**src/rtl/pa_level_pkg.sv**
```systemverilog
package pa_level_pkg;

    localparam int CFG_W  = 32;
    localparam int CODE_W = 6;
    localparam int BIAS_W = 2;

    // bit positions a neighbouring loader writes; kept fixed
    localparam int EN_BIT    = 4;
    localparam int GATE_BIT  = 5;
    localparam int MODE_LSB  = 6;
    localparam int HI_LSB    = 9;
    localparam int LO_LSB    = 15;
    localparam int INV_BIT   = 29;
    localparam int BIAS_LSB  = 30;

    typedef enum logic [2:0] {
        MOD_FSK  = 3'b000,
        MOD_GFSK = 3'b001,
        MOD_ASK  = 3'b010,
        MOD_OOK  = 3'b011
    } mod_e;

    typedef struct packed {
        logic [BIAS_W-1:0] bias;
        logic              inv;
        logic [CODE_W-1:0] lvl_lo;
        logic [CODE_W-1:0] lvl_hi;
        mod_e              mode;
        logic              lock_gate;
        logic              stage_en;
    } cfg_t;

    typedef struct packed {
        logic [CODE_W-1:0] code;
        logic              on;
        logic [BIAS_W-1:0] bias;
    } pa_out_t;

    function automatic mod_e decode_mode(input logic [2:0] raw);
        case (raw)
            3'b001:  return MOD_GFSK;
            3'b010:  return MOD_ASK;
            3'b011:  return MOD_OOK;
            default: return MOD_FSK;
        endcase
    endfunction

    function automatic cfg_t unpack_cfg(input logic [CFG_W-1:0] w);
        cfg_t c;
        c.bias      = w[BIAS_LSB +: BIAS_W];
        c.inv       = w[INV_BIT];
        c.lvl_lo    = w[LO_LSB +: CODE_W];
        c.lvl_hi    = w[HI_LSB +: CODE_W];
        c.mode      = decode_mode(w[MODE_LSB +: 3]);
        c.lock_gate = w[GATE_BIT];
        c.stage_en  = w[EN_BIT];
        return c;
    endfunction

endpackage

```
**src/rtl/pa_data_sync.sv**
```systemverilog
module pa_data_sync #(
    parameter int STAGES = 2
) (
    input  logic clk,
    input  logic rst,
    input  logic d_async,
    output logic d_sync
);
    logic [STAGES-1:0] chain;

    always_ff @(posedge clk) begin
        if (rst) chain <= '0;
        else     chain <= {chain[STAGES-2:0], d_async};
    end

    assign d_sync = chain[STAGES-1];
endmodule

```
**src/rtl/pa_level_select.sv**
```systemverilog
module pa_level_select
    import pa_level_pkg::*;
(
    input  cfg_t    cfg,
    input  logic    data_bit,
    input  logic    locked,
    output pa_out_t nxt
);
    logic active;
    logic gated;

    always_comb begin
        active   = data_bit ^ cfg.inv;
        gated    = !cfg.stage_en || (cfg.lock_gate && !locked);
        nxt.bias = cfg.bias;
        nxt.on   = 1'b1;
        nxt.code = cfg.lvl_hi;
        case (cfg.mode)
            MOD_ASK: nxt.code = active ? cfg.lvl_hi : cfg.lvl_lo;
            MOD_OOK: begin
                nxt.code = active ? cfg.lvl_hi : '0;
                nxt.on   = active;
            end
            default: nxt.code = cfg.lvl_hi;
        endcase
        if (gated) begin
            nxt.code = '0;
            nxt.on   = 1'b0;
        end
    end
endmodule

```
**src/rtl/pa_out_reg.sv**
```systemverilog
module pa_out_reg
    import pa_level_pkg::*;
(
    input  logic    clk,
    input  logic    rst,
    input  pa_out_t d,
    output pa_out_t q
);
    always_ff @(posedge clk) begin
        if (rst) q <= '0;
        else     q <= d;
    end
endmodule

```
**src/rtl/pa_level_ctl.sv**
```systemverilog
module pa_level_ctl
    import pa_level_pkg::*;
#(
    parameter int SYNC_STAGES = 2
) (
    input  logic              clk,
    input  logic              rst,
    input  logic [CFG_W-1:0]  cfg_word,
    input  logic              tx_data,
    input  logic              pll_locked,
    output logic [CODE_W-1:0] dac_code,
    output logic              pa_on,
    output logic [BIAS_W-1:0] bias_sel
);
    cfg_t    cfg;
    logic    data_sync;
    pa_out_t nxt;
    pa_out_t cur;

    assign cfg = unpack_cfg(cfg_word);

    pa_data_sync #(.STAGES(SYNC_STAGES)) u_sync (
        .clk     (clk),
        .rst     (rst),
        .d_async (tx_data),
        .d_sync  (data_sync)
    );

    pa_level_select u_sel (
        .cfg      (cfg),
        .data_bit (data_sync),
        .locked   (pll_locked),
        .nxt      (nxt)
    );

    pa_out_reg u_oreg (
        .clk (clk),
        .rst (rst),
        .d   (nxt),
        .q   (cur)
    );

    assign dac_code = cur.code;
    assign pa_on    = cur.on;
    assign bias_sel = cur.bias;
endmodule

```
**config.mk**
```make
export PLATFORM = sky130hd
export DESIGN_NAME = pa_level_ctl
export DESIGN_NICKNAME = d
export VERILOG_FILES = /design/src/rtl/pa_level_pkg.sv /design/src/rtl/pa_data_sync.sv /design/src/rtl/pa_level_select.sv /design/src/rtl/pa_out_reg.sv /design/src/rtl/pa_level_ctl.sv
export SDC_FILE = /design/constraint.sdc
export NUM_CORES = 1
export LEC_CHECK = 0
export ABC_AREA = 1
export CAP_MARGIN = 20
export CORE_MARGIN = 4
export CORE_UTILIZATION = 31
export DETAILED_ROUTE_END_ITERATION = 12
export GPL_ROUTABILITY_DRIVEN = 0
export PLACE_DENSITY = 0.85
export SLEW_MARGIN = 25
export SYNTH_ARGS = -nofsm -noshare
export SYNTH_HDL_FRONTEND = slang
export SYNTH_SLANG_ARGS = --single-unit
export TNS_END_PERCENT = 20
```
**constraint.sdc**
```tcl
create_clock -name clk -period 1.9 [get_ports clk]
set_input_delay 0.285 -clock clk [delete_from_list [all_inputs] [get_ports clk]]
set_output_delay 0.285 -clock clk [all_outputs]
set_load 0.02 [all_outputs]
```
## Word-level counts from Yosys, hierarchy flattened

Index checks and enable logic that the tools add are counted.

| storage, ports and cells | value |
|---|---|
| latch bits | 0 |
| register bits | 11 |
| memory bits (read-only) | 0 |
| bits in writable memories | 0 |
| output and inout port bits | 9 |
| memories kept | 0 |

| operators by class | value |
|---|---|
| add/subtract/negate cells | 0 |
| shift operators | 0 |
| divide/modulo/power cells | 0 |
| mux-type cells | 5 |
| magnitude comparators | 0 |
| multipliers | 0 |
| reductions and logical operators | 5 |
| bitwise gates (word level) | 1 |
| equal/unequal tests | 5 |

Operator list:

| kind | count |
|---|---|
| $mux W6 | 2 |
| $pmux W6 S2 | 1 |
| $eq A3 B2 Y1 const B | 2 |
| $pmux W2 S3 | 1 |
| $eq A2 B2 Y1 const B | 2 |
| $eq A3 B1 Y1 const B | 1 |
| $logic_not A1 Y1 | 2 |
| $reduce_or A2 Y1 | 1 |
| $logic_and A1 B1 Y1 | 1 |
| $logic_or A1 B1 Y1 | 1 |
| $mux W1 | 1 |
| $xor A1 B1 Y1 | 1 |

## Depth between registers and ports, before layout

| depth | value |
|---|---|
| word-level depth | 4 |
| gate-level depth with buffers | 6 |
| depth with buffers taken out | 6 |

## Modules after synthesis

A second synthesis with hierarchy kept.

| second synthesis, totals | value |
|---|---|
| cell total of the unflattened synthesis | 73 |
| area, all modules | 500.5 um^2 |

Modules (own cells, without submodules):

| module | instances | area an instance (um^2) | cells each |
|---|---|---|---|
| pa_out_reg | 1 | 259.0 | 28 |
| pa_level_select | 1 | 167.7 | 34 |
| pa_data_sync | 1 | 55.1 | 6 |
| pa_level_ctl | 1 | 18.8 | 5 |

## Least setup slack after synthesis

Ideal clock, no wire load.

| timing | value |
|---|---|
| path kind | reg2reg |
| start | register u_sync.chain[1] |
| end | register u_oreg.q[4] in the netlist's numbering |
| data arrival time | 0.686 ns |
| stages on the path, launching flop included | 6 |
| setup slack | 1.099 ns |
| required time | 1.785 ns |
| cell sequence | dfxtp_1 > inv_2 > nand2_2 > nand2_4 > a21oi_1 > nor2_1 |

| on the way | value |
|---|---|
| cells in the longest elaborated chain, start to end | 3 |
| elaborated cells on any way between the ends | 4 |
| classes of those cells | mux (3); bitwise (1) |

RTL lines:

| what | line | RTL |
|---|---|---|
| start: declaration | pa_data_sync.sv:9 | `logic [STAGES-1:0] chain;` |
| start signal: assignment | pa_data_sync.sv:13 | `else chain <= {chain[STAGES-2:0], d_async};` |
| $xor A1 B1 Y1 * | pa_level_select.sv:13 | `active = data_bit ^ cfg.inv;` |
| $mux W6, on equally long branches | pa_level_select.sv:21, pa_level_select.sv:19 |  |
| $pmux W6 S2 * | pa_level_select.sv:18 | `case (cfg.mode)` |
| end signal: assignment | pa_out_reg.sv:10 | `if (rst) q <= '0;` |
| end signal: assignment | pa_out_reg.sv:11 | `else q <= d;` |
| end: declaration | pa_out_reg.sv:7 | `output pa_out_t q` |

Every way passes the cells marked *; elsewhere a longest branch is shown, timed or not.
A chain may end at the register's enable or synchronous reset.

## Final worst setup path

| timing | value |
|---|---|
| start | register u_oreg.q[1] in the netlist's numbering |
| end | output port bias_sel[1] |

RTL lines:

| what | line | RTL |
|---|---|---|
| end: declaration | pa_level_ctl.sv:13 | `output logic [BIAS_W-1:0] bias_sel` |

No word-level cell between the ends.

==> flow_summary_export.csv <==
group,metric,value,unit
power,power.density,619,nW/µm²
clocking,cts_buffers,3,
synth,synthMuxAreaShare,0,
die,dieArea,2270,µm²
final_layout,drive_above_1_share,0.118,
synth,synthCells,67,
timing,slew_headroom,0.827,
synth,yosysWarnings,0,
critical_path,startpoint_type,"flop",
critical_path,crit_family,"buffers and inverters",
clocking,clock_latency,0.27,ns
route,vias,531,
final_layout,fin_nets,139,
final_layout,mostFrequentLayoutCells,"clkdlybuf4s50_1 (32), nand2_1 (15), nor2_1 (12), dfxtp_1 (11), inv_1 (8)",
placement,port_buffers,32,
die,io_pins,45,
synth,synth.distinct_cells,14,
critical_path,crit_slowest_cell,"clkdlybuf4s50_1",
die,die_w,47.6,µm
critical_path,max_stage_delay,0.61,ns
final_layout,nFillCells,138,
timing,setup_viol,0,
route,antenna_left,0,
clocking,cts.repair.resized,0,
synth,synth_top_family_by_area,"simple AND/OR/NAND/NOR gates",
route,drc,0,
timing,max_freq,681,MHz
final_layout,final_util,0.566,
clocking,cts_setup_buffers,0,
synth,synthesis.area,487,µm²
final_layout,diodes,0,
clocking,path_clk_slew,0.07,ns
critical_path,path_buf_inv,1,
timing,drv_slew,0,
critical_path,path_cells,"clkdlybuf4s50_1",
synth,synth.avg_cell_area,7.26,µm²
grt,antenna_found_initial,0,
worst_hold_path,hp-class,"reg2reg",
synth,synth_xor_area_frac,0,
timing,final.setup_skew,0.00356,ns
synth,synthSimpleGateAreaFrac,0.362,
critical_path,crit_required,1.62,ns
critical_path,crit_type,"reg2out",
final_layout,final_common_cell,"clkdlybuf4s50_1",
die,num_rows,14,
grt,grt_max_degree,12,
final_layout,syn_to_final_growth,73.3,%
grt,grt.total_usage,0.111,
clocking,cts_root_buf,"clkbuf_4",
placement,post_dp_cell_area,816,µm²
clocking,clockBufferDepth,2,
power,irDropWorstVdd,398,µV
die,fp.coreArea,1490,µm²
die,start_util,0.327,
status,status,"finished, final reports clean",
final_layout,layoutNonFillerInstCount,118,
final_layout,stdcell_area,843,µm²
clocking,ctsHtreeMaxLevel,1,
synth,synth_fa_ha_area_frac,0,
placement,dp_cells,114,
clocking,clock-sinks,11,
route,wire_per_inst,9.48,µm
synth,ys_seq_area_frac,0.452,
route,firstDrtPassIters,2,
timing,fin_setup_tns,0,ns
route,drtIter0Drc,2,
critical_path,endpoint_kind,"output port",
timing,fin_crit,1.47,ns
power,leakagePower,0.000368,µW
route,routed_wl,1.12,mm
critical_path,crit_fanout,1,
placement,dpl.hpwl,946,µm
timing,rsz0062_at_grt,"false",
grt,grt_pass1_vias,466,
clocking,cts_tree,"done",
synth,synth.net_count,103,
critical_path,cp_data_arrival_time,1.18,ns
die,die-height,47.6,µm
route,vias_per_cell,4.50,
grt,grt.overflow.total,0,
grt,grt_pass1_wl,1.69,mm
timing,fin_crit_sh,0.773,
synth,synth-compound-area-share,0.0771,
clocking,hold_buffers,0,
run,cap_violations,0,
synth,ys_seq_elements,11,
power,total_power,522,µW
timing,worstMarginPinSlew,0.258,ns
timing,hold_viol,0,
[per-layer routing]
layer	part of all wire	GRT usage	routed length [µm]
met1	0.31	0.0864	349
met2	0.49	0.195	545
met3	0.19	0.0902	210
met4	0.012	0.0538	13
met5	0	0	0
[worst paths after layout]
check	cells past startpoint	to	start	slack [ns]
setup / recovery	1	bias_sel[1]	u_oreg.q[1]	0.43
hold / removal	2	u_sync.chain[1]	u_sync.chain[0]	0.41
setup reg to reg	5	u_oreg.q[6]	u_sync.chain[1]	1.01
hold reg to reg	2	u_sync.chain[1]	u_sync.chain[0]	0.41
[area by class of cell]
type / instances / area [µm²] / share of cell area
flip-flops and latches: 11 / 220 / 0.261
multi-input cells: 44 / 214 / 0.254
well taps: 16 / 20.0 / 0.0237
clock inverters: 1 / 5.00 / 0.00593
clock buffers: 3 / 22.5 / 0.0267
repair buffers: 32 / 320 / 0.380
inverters: 11 / 41.3 / 0.0490
[Yosys cell counts, drive strengths merged]
cell type  count  share of area
o21ai          1          0.010
inv           11          0.085
nand2         17           0.15
nand3          6          0.072
nor2          14           0.14
dfxtp         11           0.45
o21a           1          0.015
buf            1          0.023
a21oi          5          0.051
[report_power, final]
part           switching (µW)  internal (µW)  total [µW]  leakage (µW)
Sequential               2.73            241         244     0.0000906
Combinational            51.8           70.8         123      0.000260
Clock                    78.0           77.8         156     0.0000177
Total                     133            390         522      0.000368
[tightest hold or removal path, cell delays in order (launching register included)]
cell and delay (ns):
dfxtp_1 0.30, inv_1 0.04, nor2_1 0.03
[kinds of logic after synthesis]
| logic type | after synthesis |
|---|---|
| AOI/OAI and AO/OA | 7 |
| DFF | 11 |
| buffers and inverters | 12 |
| and+or+nand+nor | 37 |
[flip-flops by register name, indices dropped and copies added, names as in the netlist]
| signal | count |
|---|---|
| u_oreg.q | 9 |
| u_sync.chain | 2 |
[stage by stage]
stage	setup slack (ns)	hold WS, ns
CTS	0.411	0.407
floorplan	1.10	0.356
finish	0.432	0.405
detailed placement	0.444	0.394
global route	0.383	0.435
global placement	0.454	0.391
(Power assumes the default switching activity.)
